===== src/rtl/swap_seq.sv =====
module swap_seq #(
  parameter int XLEN = 32
) (
  input  logic            clk,
  input  logic            rst_n,
  input  logic            start,
  input  logic [31:0]     opcode,
  output logic            done,
  output logic [3:0]      rn_idx,
  input  logic [XLEN-1:0] rn_data,
  output logic [3:0]      rm_idx,
  input  logic [XLEN-1:0] rm_data,
  output logic            rf_we,
  output logic [3:0]      rf_widx,
  output logic [XLEN-1:0] rf_wdata,
  output logic            mem_req,
  output logic            mem_we,
  output logic            mem_size,
  output logic            mem_lock,
  output logic [XLEN-1:0] mem_addr,
  output logic [XLEN-1:0] mem_wdata,
  input  logic [XLEN-1:0] mem_rdata,
  input  logic            mem_ack
);
  localparam int OFFW = $clog2(XLEN/8);

  typedef enum logic [1:0] {S_IDLE, S_READ, S_WRITE, S_WB} state_t;

  state_t          state;
  logic [XLEN-1:0] addr_q, src_q, load_q;
  logic [3:0]      rd_q;
  logic            byte_q;
  logic [2*XLEN-1:0] rot;

  always_ff @(posedge clk) begin
    if (!rst_n) begin
      state  <= S_IDLE;
      addr_q <= '0;
      src_q  <= '0;
      load_q <= '0;
      rd_q   <= '0;
      byte_q <= 1'b0;
    end else begin
      case (state)
        S_IDLE: if (start) begin
          addr_q <= rn_data;
          src_q  <= rm_data;
          rd_q   <= opcode[15:12];
          byte_q <= opcode[22];
          state  <= S_READ;
        end
        S_READ: if (mem_ack) begin
          load_q <= mem_rdata;
          state  <= S_WRITE;
        end
        S_WRITE: if (mem_ack) state <= S_WB;
        S_WB:    state <= S_IDLE;
        default: state <= S_IDLE;
      endcase
    end
  end

  assign rn_idx = opcode[19:16];
  assign rm_idx = opcode[3:0];

  assign mem_req   = (state == S_READ) || (state == S_WRITE);
  assign mem_we    = (state == S_WRITE);
  assign mem_lock  = mem_req;
  assign mem_size  = !byte_q;
  assign mem_addr  = byte_q ? addr_q : {addr_q[XLEN-1:OFFW], {OFFW{1'b0}}};
  assign mem_wdata = byte_q ? {{(XLEN-8){1'b0}}, src_q[7:0]} : src_q;

  assign rot = {load_q, load_q} >> {addr_q[OFFW-1:0], 3'b000};

  assign done     = (state == S_WB);
  assign rf_we    = done;
  assign rf_widx  = rd_q;
  assign rf_wdata = byte_q ? {{(XLEN-8){1'b0}}, load_q[7:0]} : rot[XLEN-1:0];

  logic unused_bits;
  assign unused_bits = ^{opcode[31:23], opcode[21:20], opcode[11:4], rot[2*XLEN-1:XLEN]};
endmodule


===== config.mk =====
export PLATFORM = sky130hd
export DESIGN_NAME = swap_seq
export DESIGN_NICKNAME = d
export VERILOG_FILES = /design/src/rtl/swap_seq.sv
export SDC_FILE = /design/constraint.sdc
export NUM_CORES = 1
export LEC_CHECK = 0
export BUFFER_PORTS_ARGS = -buffer_cell sky130_fd_sc_hd__buf_2
export CAP_MARGIN = 20
export CORE_ASPECT_RATIO = 1.25
export CORE_UTILIZATION = 51
export CTS_CLUSTER_DIAMETER = 120
export DETAILED_ROUTE_END_ITERATION = 7
export GPL_ROUTABILITY_DRIVEN = 0
export PLACE_DENSITY_LB_ADDON = 0.05
export SYNTH_ARGS = -nofsm -noshare
export SYNTH_HDL_FRONTEND = slang
export SYNTH_SLANG_ARGS = --single-unit

===== constraint.sdc =====
create_clock -name clk -period 4.85 [get_ports clk]
set_clock_uncertainty 0.1 [all_clocks]
set_input_delay 0.97 -clock clk [delete_from_list [all_inputs] [get_ports clk]]
set_output_delay 0.97 -clock clk [all_outputs]
set_load 0.02 [all_outputs]

==> impl_results.md, run 1 <==
* CP bufs+invs at 1
* Critical Path AT at 2360 ps
* Initial Util at 0.528
* Period utilisation layout at 0.708
* Total CTS buffers at 9
* Die area at 0.0109 sq mm
* DRC viols at 0
* Filler cell count at 904
* Commonest non-fill, non-tap cells in the layout: nand2_1 (224), buf_2 (210), dfxtp_1 (102), a21boi_0 (101), nor2b_1 (30)
* Worst EP required at 3780 ps
* FF-to-FF path depth at 6
* Post-CTS Hold Buffers at 0
* IO Count at 246
* DR WL/cell at 14.5 microns
* Max Fclk at 291 MHz
* Layout cells sized above 1 at 0.315
* Hold path cells at 2
* Sum Neg Setup Slack at 0 ps
* Root Driver: clkbuf_16
* Cell Pwr Density at 471 mW/mm^2
* N_diodes at 0
* Total number of vias at 4671
* Final Util at 0.630
* Endpoint, Worst Hold: src_q[29]$_SDFFE_PN0P_
* GRT Total Usage at 0.239
* Register area share after synthesis at 0.384
* Input/output buffers at 210
* Crit path time final at 3430 ps
* First DRT Iteration DRCs at 185
* Sink Count at 103
* Critical path, cell by cell: nand2_1, o221ai_1, buf_2
* First-pass GRT wire length at 20.5 mm
* Post-Synthesis Net Count at 777
* R2R setup slack at 2650 ps
* Synth warn at 0
* Core footprint at 0.0102 sq mm
* Final max-slew violation count at 0
* Post-DRT Antenna Nets at 0
* Leakage power total at 2.88 nW
* Vias in the first global route at 4302
* FF+latch count, synth at 103
* Hold/Removal Path Class: reg -> reg
* Crit Path Class: reg -> out
* MaxCap Viol Count at 0
* Worst setup EP type: primary output
* Die W at 93.8 microns
* Cell Rows at 41
* Worst-Margin Slew at 987 ps
* Pin count of the biggest net entering global routing at 64
* Outcome: finished clean
* Reg2reg start: state[0]$_SDFFE_PN0P_
* Synth unique cells at 24
* Resize count post-CTS at 0
* Max FO, Critical Path at 44
* Nets at 910
* Htree depth at 3
* Final setup vio count at 0
* Skew-Pair Late Insertion Delay at 340 ps
* Area growth from synthesis to layout at 19.2%
* Post-DP HPWL at 9.35 mm
* Max incr delay on CP at 980 ps
* Post-CTS Setup Bufs at 0
* Syn avg cell area at 8.39 sq um
* Netlist Area Pre-Place at 0.00537 sq mm
* Slowest-stage cell, CP: dfxtp_2
* CTS tree: yes
* Unrepaired setup endpoints after global routing: no
* Max transition margin at 0.342
* Final Hold Vio Count at 0
* Clock slew seen by the registers of the worst setup and hold paths at 70 ps
* Final wirelength at 13.2 mm
* Die H at 117 microns
* Reg-to-reg endpoint: src_q[25]$_SDFFE_PN0P_
* Crit path launch type: flip-flop
* Most common cell after layout, fill and taps aside: nand2_1
* Synth Instances at 640
* Initial antenna violation count at 0
* Via density at 5.16
* Router iterations before antenna repair at 4
* Max clock buf depth at 2
* Min-delay src: src_q[29]$_SDFFE_PN0P_
* GRT overflow at 0
* Maximum VDD drop at 0.000351 V
* Crit path max-delay family: flip-flops
state kept, by name, summed over array words and instances, names as in the netlist:
register  flops
state         2
load_q       32
addr_q       32
rf_widx       4
byte_q        1
src_q        32
cell type report:
| type | count | area (sq um) | share of cell area |
|---|---|---|---|
| Multi-Input combinational cell | 437 | 2690 | 0.421 |
| Sequential cell | 103 | 2060 | 0.323 |
| Timing Repair Buffer | 217 | 1120 | 0.176 |
| Clock buffer | 10 | 229 | 0.0358 |
| Tap cell | 129 | 161 | 0.0252 |
| Clock inverter | 5 | 106 | 0.0166 |
| Inverter | 5 | 18.8 | 0.00293 |
power by group:
part | internal (mW) | total [mW] | switching (mW)
combinational | 0.392 | 1.09 | 0.696
clock | 0.504 | 0.817 | 0.313
sequential | 0.992 | 1.11 | 0.114
cell usage after synthesis:
library cell  number  share of area
nor2b_1           30          0.035
and2_1            19          0.022
nor2_1             2         0.0014
mux2i_1           10          0.019
buf_8              1         0.0028
o221ai_1           8          0.013
a21boi_0         101           0.14
buf_2             15          0.014
a211oi_1          16          0.022
and2b_1            2         0.0028
buf_1              1        0.00070
inv_1              3         0.0021
ha_1               5          0.012
nand2_1          225           0.16
buf_4             52          0.073
mux4_2            10          0.042
buf_6              2         0.0042
clkbuf_1          24          0.017
clkinv_1           2         0.0014
o21ai_0            1        0.00093
o21bai_2           1         0.0021
mux4_1             6          0.029
dfxtp_1          103           0.38
o22ai_1            1         0.0012
worst max-delay path by stage:
stage / to / start / slack [ps] / cells after the start
2_1_floorplan: rf_wdata[17] / addr_q[0]$_SDFFE_PN0P_ / 2340 / 5
3_3_place_gp: rf_wdata[8] / addr_q[0]$_SDFFE_PN0P_ / 1870 / 3
3_5_place_dp: rf_wdata[7] / addr_q[0]$_SDFFE_PN0P_ / 1830 / 3
4_1_cts: rf_wdata[7] / addr_q[0]$_SDFFE_PN0P_ / 1450 / 3
5_1_grt: rf_wdata[7] / addr_q[0]$_SDFFE_PN0P_ / 1300 / 3
6_report: rf_wdata[7] / addr_q[0]$_SDFFE_PN0P_ / 1420 / 3
layer usage:
layer,GRT usage,wire length [microns]
met1,0.284,5480
met2,0.405,6340
met3,0.0573,888
met4,0.116,444
met5,0,0
cells by family (layout without fill, tap and decap cells):
logic type / Yosys count / in the layout / synth area share
buf+inv: 100 / 237 / 0.115
mux: 26 / 26 / 0.0900
compound gates: 128 / 128 / 0.181
flops: 103 / 103 / 0.384
simple gates: 278 / 278 / 0.219
fa+ha+maj: 5 / 5 / 0.0117
through the flow:
| step | cell area [sq um] | hold WS [ps] | std cells | total power, mW | setup WS [ps] |
|---|---|---|---|---|---|
| 2_1_floorplan | 5370 | 339 | 640 | 1.98 | 2340 |
| 3_3_place_gp | 6030 | 346 | 890 | 2.17 | 1870 |
| 3_5_place_dp | 6030 | 352 | 890 | 2.21 | 1830 |
| 4_1_cts | 6370 | 361 | 905 | 3.03 | 1450 |
| 5_1_grt | 6400 | 378 | 906 | 3.19 | 1300 |
| 6_report | 6400 | 357 | 906 | 3.01 | 1420 |
worst reg2reg max path, stage by stage, from the launching register on:
cell,delay (ps)
dfxtp_1,350
inv_1,120
ha_1,220
and2_2,580
buf_4,460
nand2_1,110
a21boi_0,190
Power figures use the tool's default switching activity.
==> run 2, diff against run 1 <==
CORE_UTILIZATION = 43   (was 51)
clock period = 2.9 ns   (was 4.85 ns; I/O delays follow)
==> impl_results.md, run 2 (same netlist as run 1, synthesis figures left out) <==
* Outcome: finished clean
* Initial antenna violation count at 1
* MaxCap Viol Count at 0
* Commonest non-fill, non-tap cells in the layout: nand2_1 (224), buf_2 (210), dfxtp_1 (102), a21boi_0 (101), nor2b_1 (30)
* Most common cell after layout, fill and taps aside: nand2_1
* Hold path cells at 2
* P_int at 2.98 mW
* Router iterations before antenna repair at 4
* Hold slack at 357 ps
* Unrepaired setup endpoints after global routing: no
* DRC viols at 0
* Crit path time final at 2650 ps
* Die H at 127 microns
* Core footprint at 0.0122 sq mm
* First-pass GRT wire length at 21.5 mm
* Layout cells sized above 1 at 0.324
* Worst EP required at 2220 ps
* Critical Path AT at 1970 ps
* CTS tree: yes
* Crit path launch type: flip-flop
* Final wirelength at 13.2 mm
* Final setup vio count at 0
* Die W at 102 microns
* Resize count post-CTS at 0
* Via density at 4.85
* Max clock buf depth at 2
* Vias in the first global route at 4475
* Hold/Removal Path Class: reg -> reg
* Leakage power total at 2.90 nW
* Period utilisation layout at 0.914
* Final total power at 4.88 mW
* Nets at 917
* Dpl ws at 608 ps
* Pin count of the biggest net entering global routing at 57
* Top Registers: addr_q x32, load_q x32, src_q x32
* Placed Area at 0.00617 sq mm
* Final instance area at 0.00647 sq mm
* Cell Rows at 45
* Share of power burned in the clock network at 0.242
* Final Hold Vio Count at 0
* Max FO, Critical Path at 17
* Area growth from synthesis to layout at 20.5%
* Maximum VDD drop at 0.000531 V
* Final max-slew violation count at 0
* Post-CTS Hold Buffers at 0
* Input/output buffers at 210
* Sw Pwr at 1.89 mW
* Htree depth at 3
* Post-CTS Setup Bufs at 0
* Total number of vias at 4611
* Max Fclk at 377 MHz
* Initial Util at 0.441
* IO Count at 246
* Crit Path Class: reg -> out
* Post-DRT Antenna Nets at 0
* Worst-Margin Slew at 497 ps
* Portion of total power attributed to sequential cells at 0.371
* Die area at 0.0129 sq mm
* Root Driver: clkbuf_16
* Skew-Pair Late Insertion Delay at 340 ps
* Worst setup EP type: primary output
* Max transition margin at 0.667
* Clock slew seen by the registers of the worst setup and hold paths at 70 ps
* Total CTS buffers at 9
* Final worst slack at 249 ps
* Cell Pwr Density at 754 mW/mm^2
* GRT overflow at 0
* First DRT Iteration DRCs at 141
* FF-to-FF path depth at 6
* Gate power share at 0.387
* Sw frac at 0.389
* GRT Total Usage at 0.213
* Sink Count at 103
* DR WL/cell at 13.9 microns
* Sum Neg Setup Slack at 0 ps
* Post-DP HPWL at 9.35 mm
run 2: final timing paths:
check	startpoint	to	slack (ps)
max	byte_q$_SDFFE_PN0P_	rf_wdata[7]	250
min	src_q[11]$_SDFFE_PN0P_	src_q[11]$_SDFFE_PN0P_	360
max reg2reg	state[0]$_SDFFE_PN0P_	addr_q[24]$_SDFFE_PN0P_	1170
min reg2reg	src_q[11]$_SDFFE_PN0P_	src_q[11]$_SDFFE_PN0P_	360
run 2: area by class of cell:
type,count,area (sq um)
tap,164,205
timing repair buffer,224,1190
clock inverter,5,40.0
inverter,5,18.8
sequential,103,2060
fill,1225,5690
multi-input combinational,437,2690
clock buffer,11,253
antenna,1,2.50
run 2: power groups by stage:
stage	Sequential (mW)	Combinational, mW	Clock [mW]
after CTS	1.81	1.91	1.22
after global routing	1.84	2.10	1.28
after global placement	1.83	1.87	0
after detailed placement	1.84	1.91	0
final	1.81	1.89	1.18
after floorplan	1.81	1.49	0
run 2: routing by layer:
| metal | vias up | share of wire | track usage |
|---|---|---|---|
| met5 | - | 0.00061 | 0 |
| met4 | 2 | 0.019 | 0.0874 |
| met3 | 19 | 0.059 | 0.0413 |
| met2 | 149 | 0.48 | 0.372 |
| met1 | 2098 | 0.44 | 0.252 |
| li1 | 2343 | - | - |
run 2: metrics by stage:
step,utilization,cells
final,0.532,950
after detailed placement,0.508,933
after global routing,0.532,949
after global placement,0.508,933
after CTS,0.532,949
after floorplan,-,640
run 2: worst max-delay path: stages, from the launching register on:
cell      delay (ps)
dfxtp_1          330
clkinv_1         410
nand2_1          460
o221ai_1         230
buf_2            200
